<file path="src/rtl/spi_fsel_pkg.sv">
package spi_fsel_pkg;

  typedef enum logic [2:0] {
    ST_IDLE,
    ST_LEAD,
    ST_HOLD,
    ST_SHIFT,
    ST_TRAIL,
    ST_GAP
  } seq_state_e;

  // Terminal half-period count for a spacing field: (field+1) periods,
  // two half-period ticks each, counted down to zero.
  function automatic logic [8:0] span_last(input logic [7:0] field);
    return 9'(field) * 9'd2 + 9'd1;
  endfunction

endpackage

</file>
<file path="src/rtl/spi_fsel_tick.sv">
module spi_fsel_tick #(
  parameter int HALF_DIV = 2
) (
  input  logic clk,
  input  logic rst_n,
  input  logic run,
  output logic tick
);
  localparam int CW = (HALF_DIV > 1) ? $clog2(HALF_DIV) : 1;

  logic [CW-1:0] div_q;

  assign tick = run && (div_q == CW'(HALF_DIV - 1));

  always_ff @(posedge clk or negedge rst_n) begin
    if (!rst_n)      div_q <= '0;
    else if (!run)   div_q <= '0;
    else if (tick)   div_q <= '0;
    else             div_q <= div_q + 1'b1;
  end

  a_r2_div_in_range: assert property (@(posedge clk) disable iff (!rst_n)
    div_q <= CW'(HALF_DIV - 1));

endmodule

</file>
<file path="src/rtl/spi_fsel_shifter.sv">
module spi_fsel_shifter #(
  parameter int WORD_W = 8
) (
  input  logic              clk,
  input  logic              rst_n,
  input  logic              load,
  input  logic [WORD_W-1:0] load_data,
  input  logic              active,
  input  logic              tick,
  input  logic              miso,
  output logic              mosi,
  output logic              sclk,
  output logic              word_done,
  output logic [WORD_W-1:0] rx_word,
  output logic              rx_valid
);
  localparam int BW = (WORD_W > 2) ? $clog2(WORD_W) : 1;

  logic [WORD_W-1:0] tx_sh, rx_sh, rx_q;
  logic [BW-1:0]     bit_q;
  logic              high_q;   // 1: next tick is a falling edge
  logic              sclk_q, rxv_q;

  assign word_done = active && tick && high_q && (bit_q == BW'(WORD_W - 1));
  assign mosi      = tx_sh[WORD_W-1];
  assign sclk      = sclk_q;
  assign rx_word   = rx_q;
  assign rx_valid  = rxv_q;

  always_ff @(posedge clk or negedge rst_n) begin
    if (!rst_n) begin
      tx_sh  <= '0;
      rx_sh  <= '0;
      rx_q   <= '0;
      bit_q  <= '0;
      high_q <= 1'b0;
      sclk_q <= 1'b0;
      rxv_q  <= 1'b0;
    end else begin
      rxv_q <= word_done;
      if (word_done) rx_q <= rx_sh;
      if (load) begin
        tx_sh  <= load_data;
        bit_q  <= '0;
        high_q <= 1'b0;
        sclk_q <= 1'b0;
      end else if (active && tick) begin
        if (!high_q) begin
          sclk_q <= 1'b1;
          rx_sh  <= {rx_sh[WORD_W-2:0], miso};
          high_q <= 1'b1;
        end else begin
          sclk_q <= 1'b0;
          tx_sh  <= tx_sh << 1;
          high_q <= 1'b0;
          bit_q  <= word_done ? '0 : bit_q + 1'b1;
        end
      end
    end
  end

  // a word is only loaded while the shift clock is low
  a_r3_load_on_low_clock: assert property (@(posedge clk) disable iff (!rst_n)
    load |-> !sclk_q);

endmodule

</file>
<file path="src/rtl/spi_fsel_seq.sv">
module spi_fsel_seq
  import spi_fsel_pkg::*;
#(
  parameter int DLY_W = 4
) (
  input  logic             clk,
  input  logic             rst_n,
  input  logic [DLY_W-1:0] cfg_lead,
  input  logic [DLY_W-1:0] cfg_trail,
  input  logic [DLY_W-1:0] cfg_gap,
  input  logic             frame_set,
  input  logic             frame_clr,
  input  logic             done_clr,
  input  logic             tx_valid,
  input  logic             tx_eof,
  input  logic             tick,
  input  logic             word_done,
  output logic             tx_ready,
  output logic             load,
  output logic             run,
  output logic             in_shift,
  output logic             ss_n,
  output logic             frame_active,
  output logic             xfer_done
);
  localparam int CNT_W = DLY_W + 1;

  seq_state_e       st_q, st_d;
  logic [CNT_W-1:0] cnt_q, cnt_d;
  logic             frame_q, frame_d, eof_q, done_q, cnt_end;

  assign tx_ready     = (st_q == ST_HOLD) && frame_q;
  assign load         = tx_ready && tx_valid;
  assign run          = (st_q == ST_LEAD) || (st_q == ST_SHIFT) ||
                        (st_q == ST_TRAIL) || (st_q == ST_GAP);
  assign in_shift     = (st_q == ST_SHIFT);
  assign ss_n         = (st_q == ST_IDLE) || (st_q == ST_GAP);
  assign frame_active = frame_q;
  assign xfer_done    = done_q;
  assign cnt_end      = tick && (cnt_q == '0);

  always_comb begin
    if (frame_clr || (word_done && eof_q)) frame_d = 1'b0;
    else if (frame_set)                    frame_d = 1'b1;
    else                                   frame_d = frame_q;
  end

  always_comb begin
    st_d  = st_q;
    cnt_d = tick ? cnt_q - 1'b1 : cnt_q;
    unique case (st_q)
      ST_IDLE: if (frame_q && tx_valid) begin
        st_d  = ST_LEAD;
        cnt_d = CNT_W'(span_last(8'(cfg_lead)));
      end
      ST_LEAD: if (cnt_end) begin
        st_d  = frame_q ? ST_HOLD : ST_TRAIL;
        cnt_d = CNT_W'(span_last(8'(cfg_trail)));
      end
      ST_HOLD: if (!frame_q) begin
        st_d  = ST_TRAIL;
        cnt_d = CNT_W'(span_last(8'(cfg_trail)));
      end else if (tx_valid) begin
        st_d = ST_SHIFT;
      end
      ST_SHIFT: if (word_done) begin
        st_d  = frame_d ? ST_HOLD : ST_TRAIL;
        cnt_d = CNT_W'(span_last(8'(cfg_trail)));
      end
      ST_TRAIL: if (cnt_end) begin
        st_d  = ST_GAP;
        cnt_d = CNT_W'(span_last(8'(cfg_gap)));
      end
      ST_GAP: if (cnt_end) st_d = ST_IDLE;
      default: st_d = ST_IDLE;
    endcase
  end

  always_ff @(posedge clk or negedge rst_n) begin
    if (!rst_n) begin
      st_q    <= ST_IDLE;
      cnt_q   <= '0;
      frame_q <= 1'b0;
      eof_q   <= 1'b0;
      done_q  <= 1'b0;
    end else begin
      st_q    <= st_d;
      cnt_q   <= cnt_d;
      frame_q <= frame_d;
      if (load) eof_q <= tx_eof;
      if (word_done)     done_q <= 1'b1;
      else if (done_clr) done_q <= 1'b0;
    end
  end

  // the shift state is only left when the word has completed
  a_r5_word_not_cut: assert property (@(posedge clk) disable iff (!rst_n)
    ($past(st_q == ST_SHIFT) && (st_q != ST_SHIFT)) |-> $past(word_done));
  // select held low while a word shifts
  a_r4_select_low_in_word: assert property (@(posedge clk) disable iff (!rst_n)
    in_shift |-> !ss_n);
  // completion sets the sticky flag
  a_r10_done_follows_word: assert property (@(posedge clk) disable iff (!rst_n)
    word_done |=> xfer_done);
  // a clear strobe blocks acceptance in the next cycle
  a_r11_no_accept_after_clear: assert property (@(posedge clk) disable iff (!rst_n)
    frame_clr |=> !tx_ready);

endmodule

</file>
<file path="src/rtl/spi_frame_master.sv">
module spi_frame_master #(
  parameter int WORD_W   = 8,
  parameter int HALF_DIV = 2,
  parameter int DLY_W    = 4
) (
  input  logic              clk,
  input  logic              rst_n,
  input  logic [DLY_W-1:0]  cfg_lead,
  input  logic [DLY_W-1:0]  cfg_trail,
  input  logic [DLY_W-1:0]  cfg_gap,
  input  logic              frame_set_i,
  input  logic              frame_clr_i,
  output logic              frame_active_o,
  input  logic              tx_valid_i,
  input  logic [WORD_W-1:0] tx_data_i,
  input  logic              tx_eof_i,
  output logic              tx_ready_o,
  output logic              sclk_o,
  output logic              mosi_o,
  input  logic              miso_i,
  output logic              ss_n_o,
  output logic [WORD_W-1:0] rx_data_o,
  output logic              rx_valid_o,
  input  logic              done_clr_i,
  output logic              xfer_done_o
);
  logic tick, run, load, in_shift, word_done;

  spi_fsel_tick #(.HALF_DIV(HALF_DIV)) u_tick (
    .clk(clk), .rst_n(rst_n), .run(run), .tick(tick)
  );

  spi_fsel_seq #(.DLY_W(DLY_W)) u_seq (
    .clk(clk), .rst_n(rst_n),
    .cfg_lead(cfg_lead), .cfg_trail(cfg_trail), .cfg_gap(cfg_gap),
    .frame_set(frame_set_i), .frame_clr(frame_clr_i), .done_clr(done_clr_i),
    .tx_valid(tx_valid_i), .tx_eof(tx_eof_i),
    .tick(tick), .word_done(word_done),
    .tx_ready(tx_ready_o), .load(load), .run(run), .in_shift(in_shift),
    .ss_n(ss_n_o), .frame_active(frame_active_o), .xfer_done(xfer_done_o)
  );

  spi_fsel_shifter #(.WORD_W(WORD_W)) u_shift (
    .clk(clk), .rst_n(rst_n),
    .load(load), .load_data(tx_data_i), .active(in_shift), .tick(tick),
    .miso(miso_i), .mosi(mosi_o), .sclk(sclk_o), .word_done(word_done),
    .rx_word(rx_data_o), .rx_valid(rx_valid_o)
  );

  // no shift clock while the slave is deselected
  a_r2_clock_quiet_when_deselected: assert property (@(posedge clk) disable iff (!rst_n)
    ss_n_o |-> !sclk_o);

endmodule

</file>
<file path="config.mk">
export PLATFORM = sky130hd
export DESIGN_NAME = spi_frame_master
export DESIGN_NICKNAME = d
export VERILOG_FILES = /design/src/rtl/spi_fsel_pkg.sv /design/src/rtl/spi_fsel_tick.sv /design/src/rtl/spi_fsel_shifter.sv /design/src/rtl/spi_fsel_seq.sv /design/src/rtl/spi_frame_master.sv
export SDC_FILE = /design/constraint.sdc
export NUM_CORES = 1
export LEC_CHECK = 0
export ABC_AREA = 1
export CAP_MARGIN = 0
export CORE_ASPECT_RATIO = 0.6
export CORE_UTILIZATION = 53
export DETAILED_ROUTE_END_ITERATION = 7
export PLACE_DENSITY_LB_ADDON = 0.12
export SLEW_MARGIN = 20
export SYNTH_ARGS = -nofsm -noshare
export SYNTH_HDL_FRONTEND = slang
export SYNTH_SLANG_ARGS = --single-unit
export TNS_END_PERCENT = 5
</file>
<file path="constraint.sdc">
create_clock -name clk -period 2.45 [get_ports clk]
set_input_delay 0.6125 -clock clk [delete_from_list [all_inputs] [get_ports clk]]
set_output_delay 0.6125 -clock clk [all_outputs]
set_load 0.02 [all_outputs]
</file>
Word level (Yosys, flattened, before mapping). Index checks and enable logic that the tools add are counted.

Bits in registers: 41. Input port bits: 28. Output and inout bits: 15. Word-level logic and storage cells: 87.

$add $sub $neg: 6. Equal/unequal tests: 12. Mux-type cells: 33. Bitwise gates (word level): 2. Reductions and logical operators: 22.

Operator list (number): 3-bit 2-to-1 mux (13); 5-bit 2-to-1 mux (6); 5-bit one-hot mux with 5 select lines (1); 8-bit 2-to-1 mux (3); 3-bit one-hot mux with 6 select lines (1); 5-bit by 1-bit adder with 5-bit output, second input constant (3); 3-bit equality test, second input constant (3); 1-bit logical AND (9); 1-bit 2-to-1 mux (9); 3-bit by 2-bit equality test with 1-bit output, second input constant (2); 2-bit by 1-bit != test with 1-bit output, second input constant (3); 6-bit AND reduction (1); 2-bit nonzero test (3); 5-bit logical NOT (1); 1-bit logical OR (5); 5-bit by 1-bit subtractor with 5-bit output, second input constant (1); 2-bit != test, second input constant (2); 3-bit by 1-bit adder with 3-bit output, second input constant (1); 3-bit by 1-bit equality test with 1-bit output, second input constant (1); 3-bit logical NOT (1); 3-bit != test, second input constant (1); 3-bit AND reduction (1); 1-bit NOT (2); 2-bit AND reduction (1); 1-bit adder, second input constant (1).

Depth between registers and ports, before layout.
Depth after elaboration: 14. Mapped depth: 11.

Cells and area by module. Synthesis repeated with hierarchy kept, for this count alone.

Cell total of the unflattened synthesis: 312. Area total of the unflattened synthesis: 2301.0 µm².

Modules (own cells, without submodules): spi_fsel_shifter (times used 1, cells each 155, area an instance 1306.3 µm², seq. area each 725.7 µm²); spi_fsel_seq (times used 1, cells each 152, area an instance 952.2 µm², seq. area each 275.3 µm²); spi_fsel_tick (times used 1, cells each 5, area an instance 42.5 µm², seq. area each 25.0 µm²).

Least setup slack after synthesis. Ideal clock, no wire load.

Path type: reg2out. From: register u_seq.st_q[1]. To: output port ss_n_o. Arrival time: 1.105 ns. Path slack: 0.733 ns. Cell stages (with the launch flop): 4. Cells stage by stage: dfrtp_1 inv_1 nand2_1 o21ai_0.

Cells in the longest elaborated chain, start to end: 2.

RTL lines: start: declaration (RTL line spi_fsel_seq.sv:28) `seq_state_e st_q, st_d;`; start signal: assignment (RTL line spi_fsel_seq.sv:87) `st_q <= st_d;`; 3-bit equality test or 3-bit logical NOT (tied branches) (RTL line spi_fsel_seq.sv:37) `assign ss_n = (st_q == ST_IDLE) || (st_q == ST_GAP);`; 1-bit logical OR * (RTL line spi_fsel_seq.sv:37); end: declaration (RTL line spi_frame_master.sv:21) `output logic ss_n_o,`.

Mark *: on every way between the ends. The rest lies on a longest branch, timed or not.

Final worst setup path.
From: register u_seq.st_q[0]. To: output port tx_ready_o.

Cells in the longest elaborated chain, start to end: 2.

RTL lines: 3-bit by 2-bit equality test with 1-bit output (RTL line spi_fsel_seq.sv:32) `assign tx_ready = (st_q == ST_HOLD) && frame_q;`; 1-bit logical AND (RTL line spi_fsel_seq.sv:32); end: declaration (RTL line spi_frame_master.sv:17) `output logic tx_ready_o,`.

No other way between the ends.

==> results.sh <==
export IMPL_routed_wl_mm=4.349
export IMPL_grt_start_max_net_pins=25
export IMPL_whs_ns=0.2937
export IMPL_grt_overflow=0
export IMPL_synth_commonest_cells="nand2_1, dfrtp_1, inv_1"
export IMPL_place_area_um2=2574
export IMPL_drive_above_1_share_pct=10.22
export IMPL_drv_cap=0
export IMPL_yosys_warnings=0
export IMPL_reg2reg_depth=6
export IMPL_synth_fp_nets=295
export IMPL_fmax_mhz=458.0
export IMPL_crit_path_start="u_seq.st_q[0]"
export IMPL_syn_inst=264
export IMPL_timing_rr_end="u_seq.cnt_q[1]"
export IMPL_cts_tree="done"
export IMPL_drc_errors=0
export IMPL_drtAntennaViolNets=0
export IMPL_vias=1808
export IMPL_fin_crit_ns=2.183
export IMPL_critPathArrivalTime_ns=1.57
export IMPL_fillers=302
export IMPL_synth_flop_cell="dfrtp_1"
export IMPL_ys_seq_area_share_pct=48.87
export IMPL_synth_cell_types=26
export IMPL_use_met1_pct=34.80
export IMPL_status="complete, no violations"
export IMPL_max_vdd_ir_drop_uv=637.8
export IMPL_crit_path_end="tx_ready_o"
export IMPL_cts_hold_buffers=0
export IMPL_syn_area_um2=2100
export IMPL_portBuffers=42
export IMPL_fin_worst_skew_ns=0.002714
export IMPL_avgViaCountPerCell=5.022
export IMPL_die_w_um=83.26
export IMPL_ctsHtreeMaxLevel=2
export IMPL_synth_top_area_share_pct=48.87
export IMPL_start_kind="flop"
export IMPL_antenna_found_initial=0
export IMPL_finalCritPeriodShare_pct=89.12
export IMPL_slew_violations=0
export IMPL_die_area_um2=4225
export IMPL_hold_class="in -> async"
export IMPL_use_met3_pct=6.414
export IMPL_maxSlewHeadroom_pct=63.81
export IMPL_num_rows=17
export IMPL_initial_core_util_pct=56.40
export IMPL_cp_data_required_time_ns=1.84
export IMPL_place_gp_congestion=0.8660
export IMPL_path_max_fanout=6
export IMPL_p_leak_nw=1.318
export IMPL_critPathKind="reg -> out"
export IMPL_hold_viol_final=0
export IMPL_rsz0062_at_grt="false"
export IMPL_cts_made_buffers=5
export IMPL_synthToLayoutAreaGrowth_pct=27.06
export IMPL_stdcell_area_um2=2668
export IMPL_grt_pass1_wl_mm=7.527
export IMPL_synth_edf_count=0
export IMPL_avgSynthCellArea_um2=7.953
export IMPL_ios=43
export IMPL_dr_first_iter_drc_count=105
export IMPL_insertion_delay_ns=0.29
export IMPL_avgRoutedWirePerCell_um=12.08
export IMPL_clkTransAtPathRegs_ns=0.08
export IMPL_grtUsageMet2_pct=32.65
export IMPL_nNetsFinal=343
export IMPL_rrSetupSlack_ns=0.78
export IMPL_synthTopCellsByArea="dfrtp_1, nand2_1, inv_1"
export IMPL_cts_sinks=41
export IMPL_core_um2=3722
export IMPL_clockRootBuffer="clkbuf_8"
export IMPL_synth_most_common_cell="nand2_1"
export IMPL_worst_setup_path_end_kind="output pin"
export IMPL_grt_total_usage_pct=23.08
export IMPL_yosysTopAreaCell="dfrtp_1"
export IMPL_timing_rr_start="u_seq.st_q[1]"
export IMPL_async_flop_share_pct=100.0
export IMPL_setup_viol=0
export IMPL_clockBufferDepth=2
export IMPL_ff_latch_area_um2=1026
export IMPL_place_hpwl_mm=3.205
export IMPL_multi_input_area_um2=895.9
export IMPL_power_density_nw_per_um2=849.3
export IMPL_setup_tns_ns=0
export IMPL_dr_pass1_iters=5
export IMPL_worst_pin_slew_ns=0.5428
export IMPL_busiest_layer="met1"
export IMPL_grt_pass1_vias=1653
export IMPL_die_y_um=50.75
export IMPL_ys_ff_latch=41
export IMPL_n_antenna_cell=0
[cell usage in the layout, fill, tap and decap left out, types with 2 or more instances in the layout]
| master | count |
|---|---|
| nand3_1 | 16 |
| buf_4 | 3 |
| nand2_1 | 72 |
| dfrtp_1 | 41 |
| a21oi_1 | 10 |
| a31oi_1 | 3 |
| nor2_2 | 4 |
| clkdlybuf4s50_1 | 39 |
| ha_1 | 3 |
| nand2_2 | 5 |
| clkbuf_8 | 5 |
| nor2_1 | 16 |
| nand3_4 | 2 |
| nor2_4 | 3 |
| inv_1 | 39 |
| o21ai_1 | 7 |
| inv_2 | 3 |
| o21ai_0 | 24 |
| xor2_1 | 3 |
| nand3_2 | 2 |
[timing repair]
item,in CTS,in global routing
setup buffers,0,0
endpoints found under the setup margin,2,1
cloned,0,0
gates resized for setup,2,1
[worst min path at each step]
stage	start	end	slack, ns	cells past startpoint
CTS	rst_n	u_shift.tx_sh[5]	0.31	1
detailed placement	u_seq.eof_q	u_seq.eof_q	0.47	2
global placement	u_shift.rx_word[7]	u_shift.rx_word[7]	0.47	2
finish	rst_n	u_shift.tx_sh[3]	0.29	1
global route	rst_n	u_shift.tx_sh[5]	0.34	1
floorplan	rst_n	u_seq.cnt_q[0]	0.32	0
[flip-flops by register name (all words and copies together), names as in the netlist]
register and count:
u_shift.rx_valid 1, u_shift.bit_q 3, u_tick.div_q 1, u_seq.xfer_done 1, u_seq.eof_q 1, u_shift.rx_sh 8
u_shift.rx_word 8, u_seq.frame_active 1, u_seq.st_q 3, u_seq.cnt_q 5, u_shift.tx_sh 8, u_shift.high_q 1
[where the power goes]
group | switching, mW | internal [mW]
Sequential | 0.119 | 0.833
Clock | 0.247 | 0.202
Combinational | 0.516 | 0.348
Total | 0.883 | 1.38
[kinds of logic (layout without fill, tap and decap cells)]
logic type,Yosys count,after routing,synth area share (%)
muxes,1,1,0.5363
xor gates and xnor gates,3,3,1.252
and+or+nand+nor,122,122,26.88
DFF,41,41,48.87
adders and majority gates,3,3,1.788
buffers and inverters,46,95,8.582
AOI/OAI and AO/OA,48,48,12.10
[worst max-delay path, stage by stage (launching register included)]
cell	delay (ns)
dfrtp_1	0.47
nor2_2	0.20
nand2_2	0.12
nor2_2	0.14
dlygate4sd2_1	0.35
[layout make-up]
type	count	area share [%]
flip-flops and latches	41	38.46
multi-input cells	177	33.58
repair buffers	45	16.46
inverters	42	5.910
clock buffers	5	2.580
well taps	47	2.205
clock inverters	3	0.7974
[metal layers]
metal | up-vias | wire length (µm) | part of all wire [%]
met2 | 51 | 1751 | 40
met1 | 820 | 2307 | 53
met3 | 4 | 271 | 6.2
li1 | 933 | - | -
met4 | 0 | 19 | 0.44
met5 | - | 0 | 0
[stage by stage]
stage / util [%] / setup WS, ns / std cells / power (mW)
after global routing: 71.66 / 0.1897 / 360 / 2.453
after global placement: 69.14 / 0.3093 / 352 / 1.798
after detailed placement: 69.14 / 0.2742 / 352 / 1.814
final: 71.66 / 0.2666 / 360 / 2.266
after CTS: 71.60 / 0.05693 / 360 / 2.280
after floorplan: - / 0.7327 / 264 / 1.564
No activity file was read; power rests on OpenSTA's default activity.
